<file path="config.mk">
export PLATFORM = sky130hd
export DESIGN_NAME = victim_cache
export DESIGN_NICKNAME = d
export VERILOG_FILES = /design/src/rtl/vc_pkg.sv /design/src/rtl/vc_dm_array.sv /design/src/rtl/vc_victim_buf.sv /design/src/rtl/victim_cache.sv
export SDC_FILE = /design/constraint.sdc
export NUM_CORES = 1
export LEC_CHECK = 0
export CAP_MARGIN = 20
export CELL_PAD_IN_SITES_DETAIL_PLACEMENT = 1
export CELL_PAD_IN_SITES_GLOBAL_PLACEMENT = 1
export CORE_UTILIZATION = 44
export CTS_BUF_LIST = sky130_fd_sc_hd__clkbuf_16
export CTS_CLUSTER_DIAMETER = 150
export DETAILED_ROUTE_END_ITERATION = 10
export HOLD_SLACK_MARGIN = 0.02
export PLACE_DENSITY_LB_ADDON = 0.08
export REMOVE_ABC_BUFFERS = 1
export SLEW_MARGIN = 20
export SYNTH_ARGS = -nofsm -noshare
export SYNTH_HDL_FRONTEND = slang
export SYNTH_SLANG_ARGS = --single-unit
</file>
<file path="constraint.sdc">
create_clock -name clk -period 3.34 [get_ports clk]
set_input_delay 0.334 -clock clk [delete_from_list [all_inputs] [get_ports clk]]
set_output_delay 0.334 -clock clk [all_outputs]
set_load 0.1 [all_outputs]
</file>
<file path="src/rtl/vc_pkg.sv">
package vc_pkg;
  typedef enum logic [1:0] {
    ST_IDLE,   // waiting for a request
    ST_SWAP,   // buffer hit: exchange or copy line
    ST_MREQ,   // lower-level request presented
    ST_MWAIT   // waiting for lower-level data
  } vc_state_e;
endpackage

</file>
<file path="src/rtl/vc_dm_array.sv">
module vc_dm_array #(
  parameter int ADDR_W = 8,
  parameter int LINE_W = 16,
  parameter int LINES  = 4,
  localparam int IDX_W = $clog2(LINES),
  localparam int TAG_W = ADDR_W - IDX_W
) (
  input  logic              clk,
  input  logic              rst_n,
  input  logic [IDX_W-1:0]  rd_idx,
  output logic              rd_valid,
  output logic [TAG_W-1:0]  rd_tag,
  output logic [LINE_W-1:0] rd_data,
  input  logic              wr_en,
  input  logic [IDX_W-1:0]  wr_idx,
  input  logic [TAG_W-1:0]  wr_tag,
  input  logic [LINE_W-1:0] wr_data
);
  logic [LINES-1:0]  valid_q;
  logic [TAG_W-1:0]  tag_q  [LINES];
  logic [LINE_W-1:0] data_q [LINES];

  always_ff @(posedge clk) begin
    if (!rst_n) valid_q <= '0;
    else if (wr_en) valid_q[wr_idx] <= 1'b1;
  end

  always_ff @(posedge clk) begin
    if (wr_en) begin
      tag_q[wr_idx]  <= wr_tag;
      data_q[wr_idx] <= wr_data;
    end
  end

  assign rd_valid = valid_q[rd_idx];
  assign rd_tag   = tag_q[rd_idx];
  assign rd_data  = data_q[rd_idx];
endmodule

</file>
<file path="src/rtl/vc_victim_buf.sv">
module vc_victim_buf #(
  parameter int ADDR_W  = 8,
  parameter int LINE_W  = 16,
  parameter int ENTRIES = 2,
  localparam int SLOT_W = (ENTRIES > 1) ? $clog2(ENTRIES) : 1
) (
  input  logic              clk,
  input  logic              rst_n,
  input  logic [ADDR_W-1:0] probe_addr,
  output logic              hit,
  output logic [SLOT_W-1:0] hit_slot,
  output logic [LINE_W-1:0] hit_data,
  // place a new entry at slot 0 (most recent), closing the gap at upd_slot
  input  logic              upd_en,
  input  logic [SLOT_W-1:0] upd_slot,
  input  logic              upd_valid,
  input  logic [ADDR_W-1:0] upd_addr,
  input  logic [LINE_W-1:0] upd_data
);
  logic              v_q [ENTRIES];
  logic [ADDR_W-1:0] a_q [ENTRIES];
  logic [LINE_W-1:0] d_q [ENTRIES];
  logic [ENTRIES-1:0] match;

  // one comparator per entry
  for (genvar g = 0; g < ENTRIES; g++) begin : g_cmp
    assign match[g] = v_q[g] && (a_q[g] == probe_addr);
  end

  always_comb begin
    hit      = 1'b0;
    hit_slot = '0;
    hit_data = '0;
    for (int i = 0; i < ENTRIES; i++) begin
      if (!hit && match[i]) begin
        hit      = 1'b1;
        hit_slot = SLOT_W'(i);
        hit_data = d_q[i];
      end
    end
  end

  always_ff @(posedge clk) begin
    if (!rst_n) begin
      for (int i = 0; i < ENTRIES; i++) begin
        v_q[i] <= 1'b0;
        a_q[i] <= '0;
        d_q[i] <= '0;
      end
    end else if (upd_en) begin
      for (int i = ENTRIES - 1; i > 0; i--) begin
        if (i <= int'(upd_slot)) begin
          v_q[i] <= v_q[i-1];
          a_q[i] <= a_q[i-1];
          d_q[i] <= d_q[i-1];
        end
      end
      v_q[0] <= upd_valid;
      a_q[0] <= upd_addr;
      d_q[0] <= upd_data;
    end
  end
endmodule

</file>
<file path="src/rtl/victim_cache.sv">
module victim_cache #(
  parameter int ADDR_W      = 8,
  parameter int LINE_W      = 16,
  parameter int LINES       = 4,
  parameter int VB_ENTRIES  = 2,
  parameter bit VICTIM_MODE = 1'b1
) (
  input  logic              clk,
  input  logic              rst_n,
  input  logic              req_valid,
  output logic              req_ready,
  input  logic [ADDR_W-1:0] req_addr,
  output logic              rsp_valid,
  output logic [LINE_W-1:0] rsp_data,
  output logic              mem_req_valid,
  input  logic              mem_req_ready,
  output logic [ADDR_W-1:0] mem_req_addr,
  input  logic              mem_rsp_valid,
  input  logic [LINE_W-1:0] mem_rsp_data
);
  import vc_pkg::*;

  localparam int IDX_W  = $clog2(LINES);
  localparam int TAG_W  = ADDR_W - IDX_W;
  localparam int SLOT_W = (VB_ENTRIES > 1) ? $clog2(VB_ENTRIES) : 1;
  localparam logic [SLOT_W-1:0] LRU_SLOT = SLOT_W'(VB_ENTRIES - 1);

  vc_state_e         state_q;
  logic [ADDR_W-1:0] cur_addr_q;
  logic              rsp_valid_q;
  logic [LINE_W-1:0] rsp_data_q;

  logic [ADDR_W-1:0] probe_addr;
  logic [IDX_W-1:0]  idx;
  logic [TAG_W-1:0]  tag;
  logic              dm_valid, dm_hit;
  logic [TAG_W-1:0]  dm_tag;
  logic [LINE_W-1:0] dm_data;
  logic              vb_hit;
  logic [SLOT_W-1:0] vb_slot;
  logic [LINE_W-1:0] vb_data;
  logic              accept, fill, swap;
  logic              dm_wr_en;
  logic [LINE_W-1:0] dm_wr_data;
  logic              vb_upd_en, vb_upd_valid;
  logic [SLOT_W-1:0] vb_upd_slot;
  logic [ADDR_W-1:0] vb_upd_addr;
  logic [LINE_W-1:0] vb_upd_data;

  assign req_ready  = (state_q == ST_IDLE);
  assign accept     = req_valid && req_ready;
  assign fill       = (state_q == ST_MWAIT) && mem_rsp_valid;
  assign swap       = (state_q == ST_SWAP);
  assign probe_addr = (state_q == ST_IDLE) ? req_addr : cur_addr_q;
  assign idx        = probe_addr[IDX_W-1:0];
  assign tag        = probe_addr[ADDR_W-1:IDX_W];
  assign dm_hit     = dm_valid && (dm_tag == tag);

  assign dm_wr_en   = fill || swap;
  assign dm_wr_data = fill ? mem_rsp_data : vb_data;

  vc_dm_array #(.ADDR_W(ADDR_W), .LINE_W(LINE_W), .LINES(LINES)) u_dm (
    .clk(clk), .rst_n(rst_n),
    .rd_idx(idx), .rd_valid(dm_valid), .rd_tag(dm_tag), .rd_data(dm_data),
    .wr_en(dm_wr_en), .wr_idx(idx), .wr_tag(tag), .wr_data(dm_wr_data)
  );

  vc_victim_buf #(.ADDR_W(ADDR_W), .LINE_W(LINE_W), .ENTRIES(VB_ENTRIES)) u_vb (
    .clk(clk), .rst_n(rst_n), .probe_addr(probe_addr),
    .hit(vb_hit), .hit_slot(vb_slot), .hit_data(vb_data),
    .upd_en(vb_upd_en), .upd_slot(vb_upd_slot), .upd_valid(vb_upd_valid),
    .upd_addr(vb_upd_addr), .upd_data(vb_upd_data)
  );

  assign vb_upd_slot = swap ? vb_slot : LRU_SLOT;

  if (VICTIM_MODE) begin : g_victim
    // displaced direct-mapped line enters the buffer
    assign vb_upd_en    = swap || (fill && dm_valid);
    assign vb_upd_valid = dm_valid;
    assign vb_upd_addr  = {dm_tag, idx};
    assign vb_upd_data  = dm_data;
  end else begin : g_miss
    // requested line is kept in the buffer as well
    assign vb_upd_en    = swap || fill;
    assign vb_upd_valid = 1'b1;
    assign vb_upd_addr  = probe_addr;
    assign vb_upd_data  = fill ? mem_rsp_data : vb_data;
  end

  always_ff @(posedge clk) begin
    if (!rst_n) begin
      state_q     <= ST_IDLE;
      cur_addr_q  <= '0;
      rsp_valid_q <= 1'b0;
      rsp_data_q  <= '0;
    end else begin
      rsp_valid_q <= 1'b0;
      unique case (state_q)
        ST_IDLE: if (accept) begin
          cur_addr_q <= req_addr;
          if (dm_hit) begin
            rsp_valid_q <= 1'b1;
            rsp_data_q  <= dm_data;
          end else if (vb_hit) begin
            state_q <= ST_SWAP;
          end else begin
            state_q <= ST_MREQ;
          end
        end
        ST_SWAP: begin
          rsp_valid_q <= 1'b1;
          rsp_data_q  <= vb_data;
          state_q     <= ST_IDLE;
        end
        ST_MREQ: if (mem_req_ready) state_q <= ST_MWAIT;
        ST_MWAIT: if (mem_rsp_valid) begin
          rsp_valid_q <= 1'b1;
          rsp_data_q  <= mem_rsp_data;
          state_q     <= ST_IDLE;
        end
        default: state_q <= ST_IDLE;
      endcase
    end
  end

  assign rsp_valid     = rsp_valid_q;
  assign rsp_data      = rsp_data_q;
  assign mem_req_valid = (state_q == ST_MREQ);
  assign mem_req_addr  = cur_addr_q;
endmodule

</file>
== Word level (Yosys, flattened, before mapping) ==
Memory sizes are Yosys's and may differ from the RTL's.
Index checks and enable logic that the tools add are counted.

* Bitwise operators: 7
* Order comparisons: 3
* Muxes and demuxes: 42
* Reductions and logical operators: 16
* Equal/unequal tests: 11

{| class="wikitable"
|+ Operator list
! cell !! number
|-
| $mux 16 || 8
|-
| $pmux 16 s3 || 1
|-
| $mux 8 || 3
|-
| $mux 1 || 21
|-
| $eq 8x8->1 || 2
|-
| $mux 2 || 5
|-
| $logic_and 1x1->1 || 8
|-
| $pmux 2 s4 || 1
|-
| $reduce_and 4->1 || 2
|-
| $eq 6x6->1 || 1
|-
| $ne 2x1->1 const B || 3
|-
| $or 1x1->1 || 6
|-
| $eq 2x2->1 const B || 2
|-
| $ne 2x2->1 const B || 2
|-
| $or 4x4->4 || 1
|-
| $lt 2x3->1 const B || 1
|-
| $pmux 1 s3 || 1
|-
| $reduce_bool 3->1 || 1
|-
| $bmux 1 s2 || 1
|-
| $demux 1 s2 || 1
|-
| $eq 2x1->1 const B || 1
|-
| $ge 2x1->1 const B || 1
|-
| $logic_not 2->1 || 1
|-
| $logic_or 1x1->1 || 2
|-
| other kinds (3) || 3
|}

* Memories: 5
* Flip-flop bits (word level): 31
* Logic and storage cells: 89
* Output and inout bits: 27
* Input bits: 29
* RAM bits: 138

{| class="wikitable"
|+ Memories
! memory !! words !! width !! rd ports !! clocked after Yosys merged registers in !! wr ports !! line !! RTL
|-
| u_dm.data_q || 4 || 16 || 1 || 0 || 1 || vc_dm_array.sv:21 || <nowiki>logic [LINE_W-1:0] data_q [LINES];</nowiki>
|-
| u_vb.d_q || 2 || 16 || 2 || 0 || 2 || vc_victim_buf.sv:22 || <nowiki>logic [LINE_W-1:0] d_q [ENTRIES];</nowiki>
|-
| u_dm.tag_q || 4 || 6 || 1 || 0 || 1 || vc_dm_array.sv:20 || <nowiki>logic [TAG_W-1:0] tag_q [LINES];</nowiki>
|-
| u_vb.a_q || 2 || 8 || 2 || 0 || 2 || vc_victim_buf.sv:21 || <nowiki>logic [ADDR_W-1:0] a_q [ENTRIES];</nowiki>
|-
| u_vb.v_q || 2 || 1 || 2 || 0 || 2 || vc_victim_buf.sv:20 || <nowiki>logic v_q [ENTRIES];</nowiki>
|}

== Logic depth before layout (Yosys ltp) ==
* Depth in word-level cells: 15
* Depth in mapped cells: 13
* Mapped depth without buffers: 9

== Modules after synthesis ==
From an unflattened synthesis, not the netlist that was laid out.

* Cells, all modules: 543
* Area total of the unflattened synthesis: 7843.8 µm²

{| class="wikitable"
|+ Modules (own cells, without submodules)
! module !! instances !! area an instance (µm²) !! seq. area each (µm²) !! cells an instance
|-
| vc_dm_array || 1 || 3374.5 || 2722.6 || 128
|-
| vc_victim_buf || 1 || 2538.7 || 1501.4 || 196
|-
| victim_cache || 1 || 1930.6 || 540.5 || 219
|}

== Least setup slack after synthesis ==
Ideal clock, no wire load.

* Path kind: flip-flop to flip-flop
* From: reg state_q[1]
* To: mem u_vb.a_q[1][2] (netlist: u_vb.a_q[0][10]) (enable)
* Required time: 2958 ps
* Path slack: -129 ps
* Arrival: 3087 ps
* Clock period less this slack: 3469 ps
* Library setup time: 382 ps
* Stages on the path, launching flop included: 11
* Buffers on the path: 2
* Cells stage by stage: dfxtp_1 > buf_4 > nor2_2 > mux2i_1 > inv_1 > xnor2_1 > nand4_1 > o21a_1 > buf_4 > nand2_1 > nand2_1

{| class="wikitable"
|+ RTL lines
! what !! line !! RTL
|-
| from (decl) || victim_cache.sv:28 || <nowiki>vc_state_e state_q;</nowiki>
|-
| from (signal assigned) || victim_cache.sv:93 || <nowiki>state_q <= ST_IDLE;</nowiki>
|-
| from (signal assigned) || victim_cache.sv:106 || <nowiki>state_q <= ST_SWAP;</nowiki>
|-
| from (signal assigned) || victim_cache.sv:108 || <nowiki>state_q <= ST_MREQ;</nowiki>
|-
| to (decl) || vc_victim_buf.sv:21 ||
|}

== Final worst setup path ==
* From: reg state_q[0]
* To: reg rsp_data_q[3] (netlist: rsp_data[3])

* Word-level cells in the longest chain between the ends: 9
* Elaborated cells between the ends (all ways): 28
* Classes of those cells: 8 x eq/ne; 9 x mux; 9 x reduce/logical; 2 x memory

{| class="wikitable"
|+ RTL lines
! what !! line !! RTL
|-
| branches (longest 9 deep; another with $mem_v2 4x6) || n/a ||
|-
| to (signal assigned) || victim_cache.sv:104 || <nowiki>rsp_data_q <= dm_data;</nowiki>
|-
| to (signal assigned) || victim_cache.sv:113 || <nowiki>rsp_data_q <= vb_data;</nowiki>
|-
| to (signal assigned) || victim_cache.sv:119 || <nowiki>rsp_data_q <= mem_rsp_data;</nowiki>
|-
| to (decl) || victim_cache.sv:31 || <nowiki>logic [LINE_W-1:0] rsp_data_q;</nowiki>
|}

Several ways; the timed one is not identified. The select of a mux whose other input is x is not followed.
A chain may end at the register's enable or synchronous reset.

==> impl_metrics.tcl <==
set metrics [dict create \
    run_status "complete, no violations" \
    dp_slack_ps -39.9 \
    io_buffers 55 \
    cp.required_ps 3660 \
    cts_buffers 17 \
    drive_gt1_frac 0.173 \
    num_rows 48 \
    internal-power_uw 3640 \
    synth_ff_type "edfxtp_1" \
    fmax_mhz 317 \
    cts_buffer_depth 2 \
    yosysWarnings 0 \
    gp_congestion 0.879 \
    power.density_nw_per_um2 526 \
    cts_setup_buffers 0 \
    clock_latency_ps 440 \
    place_area_um2 8940 \
    r2r_slack_ps 190 \
    min_path_type "input port to flop" \
    num_vias 5535 \
    grt_overflow 0 \
    fin_crit_ps 3150 \
    die_x_um 136 \
    core_area_um2 17400 \
    cap_violations 0 \
    post-route-drc-count 0 \
    cts_tree "built" \
    n_antenna_cell 0 \
    power_frac_clock 0.377 \
    path_class "flop to flop" \
    drt-total-wl_um 21800 \
    initial_core_util 0.455 \
    min_path_cells 3 \
    clk_pin_slew_ps 70 \
    num-nets-final 731 \
    ys_seq_area_frac 0.601 \
    drtAntennaViolNets 0 \
    crit_fanout 17 \
    synth_top_cells_by_count "138 x edfxtp_1, 52 x nand2_1, 45 x and2_1" \
    fin_ws_ps 185 \
    vias_per_cell 5.89 \
    fin_area_um2 9500 \
    synth.distinct_cells 58 \
    peakVddDrop_v 0.000390 \
    syn_inst 626 \
    synth.avg_cell_area_um2 12.7 \
    die_height_um 136 \
    hold_violations 0 \
    ys_top_cells_by_area "edfxtp_1 52%, dfxtp_1 7.8%, mux4_2 5.1%" \
    post-synth-top-count-cell "edfxtp_1" \
    p_leak_uw 0.00345 \
    arrival_ps 3470 \
    cts_root_buf "clkbuf_16" \
    avgRoutedWirePerCell_um 23.2 \
    antenna_found_initial 0 \
    combPwrFrac 0.146 \
    swShare 0.271 \
    synth_edf_count 138 \
    die_area_um2 18500 \
    dr.pass1.iters 5 \
    synth-seq-cells 169 \
    worst_pin_slew_ps 995 \
    start_kind "flop" \
    pin_count 56 \
    async_flop_share 0 \
    p_seq_frac 0.477 \
    endpoint_kind "flop" \
    grt_pass1_vias 5878 \
    fillers 1786 \
    cts_sinks 169 \
    p_sw_uw 1350 \
    synthDominantCellAreaShare 0.523 \
    synth_area_um2 7920 \
    dp.cells 908 \
    rsz0062_at_grt "no" \
    r2r_cells 10 \
    final_cells 940 \
    slew_headroom 0.334 \
    drtIter0Drc 395 \
    finalMaxSlewViolations 0 \
    grt_pass1_wl_um 33600 \
    finClkSkew_ps 10.6 \
    final_util 0.546 \
    final-setup-viol-count 0 \
    hpwl_um 14200 \
    htreeDepth 4 \
    syn2layout_area_growth_pct 19.9 \
    yosysTopAreaCell "edfxtp_1" \
    post-route-period-util 0.945 \
    grt_usage 0.251 \
    grt_max_degree 40 \
]
## per-stage QoR
step	power (µW)	TNS (ps)	hold slack (ps)
4_1_cts	5030	0	287
2_1_floorplan	2880	-111650	452
6_report	5000	0	308
3_3_place_gp	3130	0	444
5_1_grt	5150	0	312
3_5_place_dp	3150	-237	452
## critical path, stage by stage (launching register included)
cell and delay, ps:
dfxtp_1 480, buf_4 250, nor3b_4 430, o21ai_0 280
and3_1 250, nor4_1 370, nand4_1 190, a211oi_1 350
o21ai_2 110, buf_12 180, mux2i_1 130
## power groups by stage
stage	clock, µW	sequential [µW]	combinational, µW
4_1_cts	1920	2380	729
2_1_floorplan	0	2520	357
3_5_place_dp	0	2420	725
6_report	1880	2380	732
5_1_grt	1990	2390	779
3_3_place_gp	0	2420	711
## per-layer routing
metal  wire length (µm)  GRT usage  up-vias
met5                  0          0        -
met4                291     0.0858        0
li1                   -          -     2535
met2              10700      0.408      146
met1               9980      0.339     2832
met3                908     0.0436       22
## registers in the layout, indices dropped and copies added (netlist names)
signal / count
mem_req_addr: 8
rsp_data: 16
rsp_valid: 1
state_q: 2
u_dm.data_q: 64
u_dm.tag_q: 24
u_dm.valid_q: 4
u_vb.a_q: 16
u_vb.d_q: 32
u_vb.v_q: 2
## cell usage in the layout (no fill, tap or decap), drive strengths merged, types with 3 or more instances in the layout
master,synthesis,layout
a211oi,5,5
a21boi,9,9
a21oi,25,25
a22o,16,16
a22oi,17,17
a311oi,5,5
a31o,15,15
and2,46,46
and3,27,27
buf,20,44
clkbuf,18,17
clkdlybuf4s50,0,51
clkinv,1,8
dfxtp,31,31
edfxtp,138,138
inv,12,17
mux2i,22,22
mux4,18,18
nand2,53,53
nand2b,4,4
nand3,18,18
nand4,4,4
nand4b,3,3
nor2,29,29
nor3b,3,3
nor4,5,5
nor4b,3,3
o21a,7,7
o21ai,33,33
or3b,5,5
xnor2,9,9
xor2,6,6
## worst paths after layout
kind | from | endpoint
worst max-delay path | state_q[0] | rsp_data[3]
worst min-delay path | rst_n | rsp_data[11]
worst max register to register | state_q[0] | rsp_data[3]
worst min register to register | rsp_data[4] | rsp_data[4]
## cells by family (layout without fill, tap and decap cells)
logic type / count (synthesis) / in the layout / share of synthesized area
AO/OA/AOI/OAI: 144 / 144 / 0.127
XOR/XNOR: 15 / 15 / 0.0166
buffers and inverters: 51 / 140 / 0.0321
flip-flops: 169 / 169 / 0.601
multiplexers: 40 / 40 / 0.0790
AND/OR/NAND/NOR: 207 / 207 / 0.144
## layout make-up
class / count / area [µm²] / share of cell area
flip-flops and latches: 169 / 4770 / 0.502
well taps: 225 / 282 / 0.0296
multi-input cells: 406 / 2940 / 0.310
repair buffers: 95 / 913 / 0.0961
clock buffers: 17 / 425 / 0.0448
clock inverters: 15 / 126 / 0.0133
inverters: 13 / 48.8 / 0.00513
## timing repair
action / CTS / global route
setup endpoints to repair: 0 / 61
resized for setup: 0 / 2
hold buffers: 0 / 0
endpoints found under the hold margin: 0 / 0
Power figures use the tool's default switching activity.
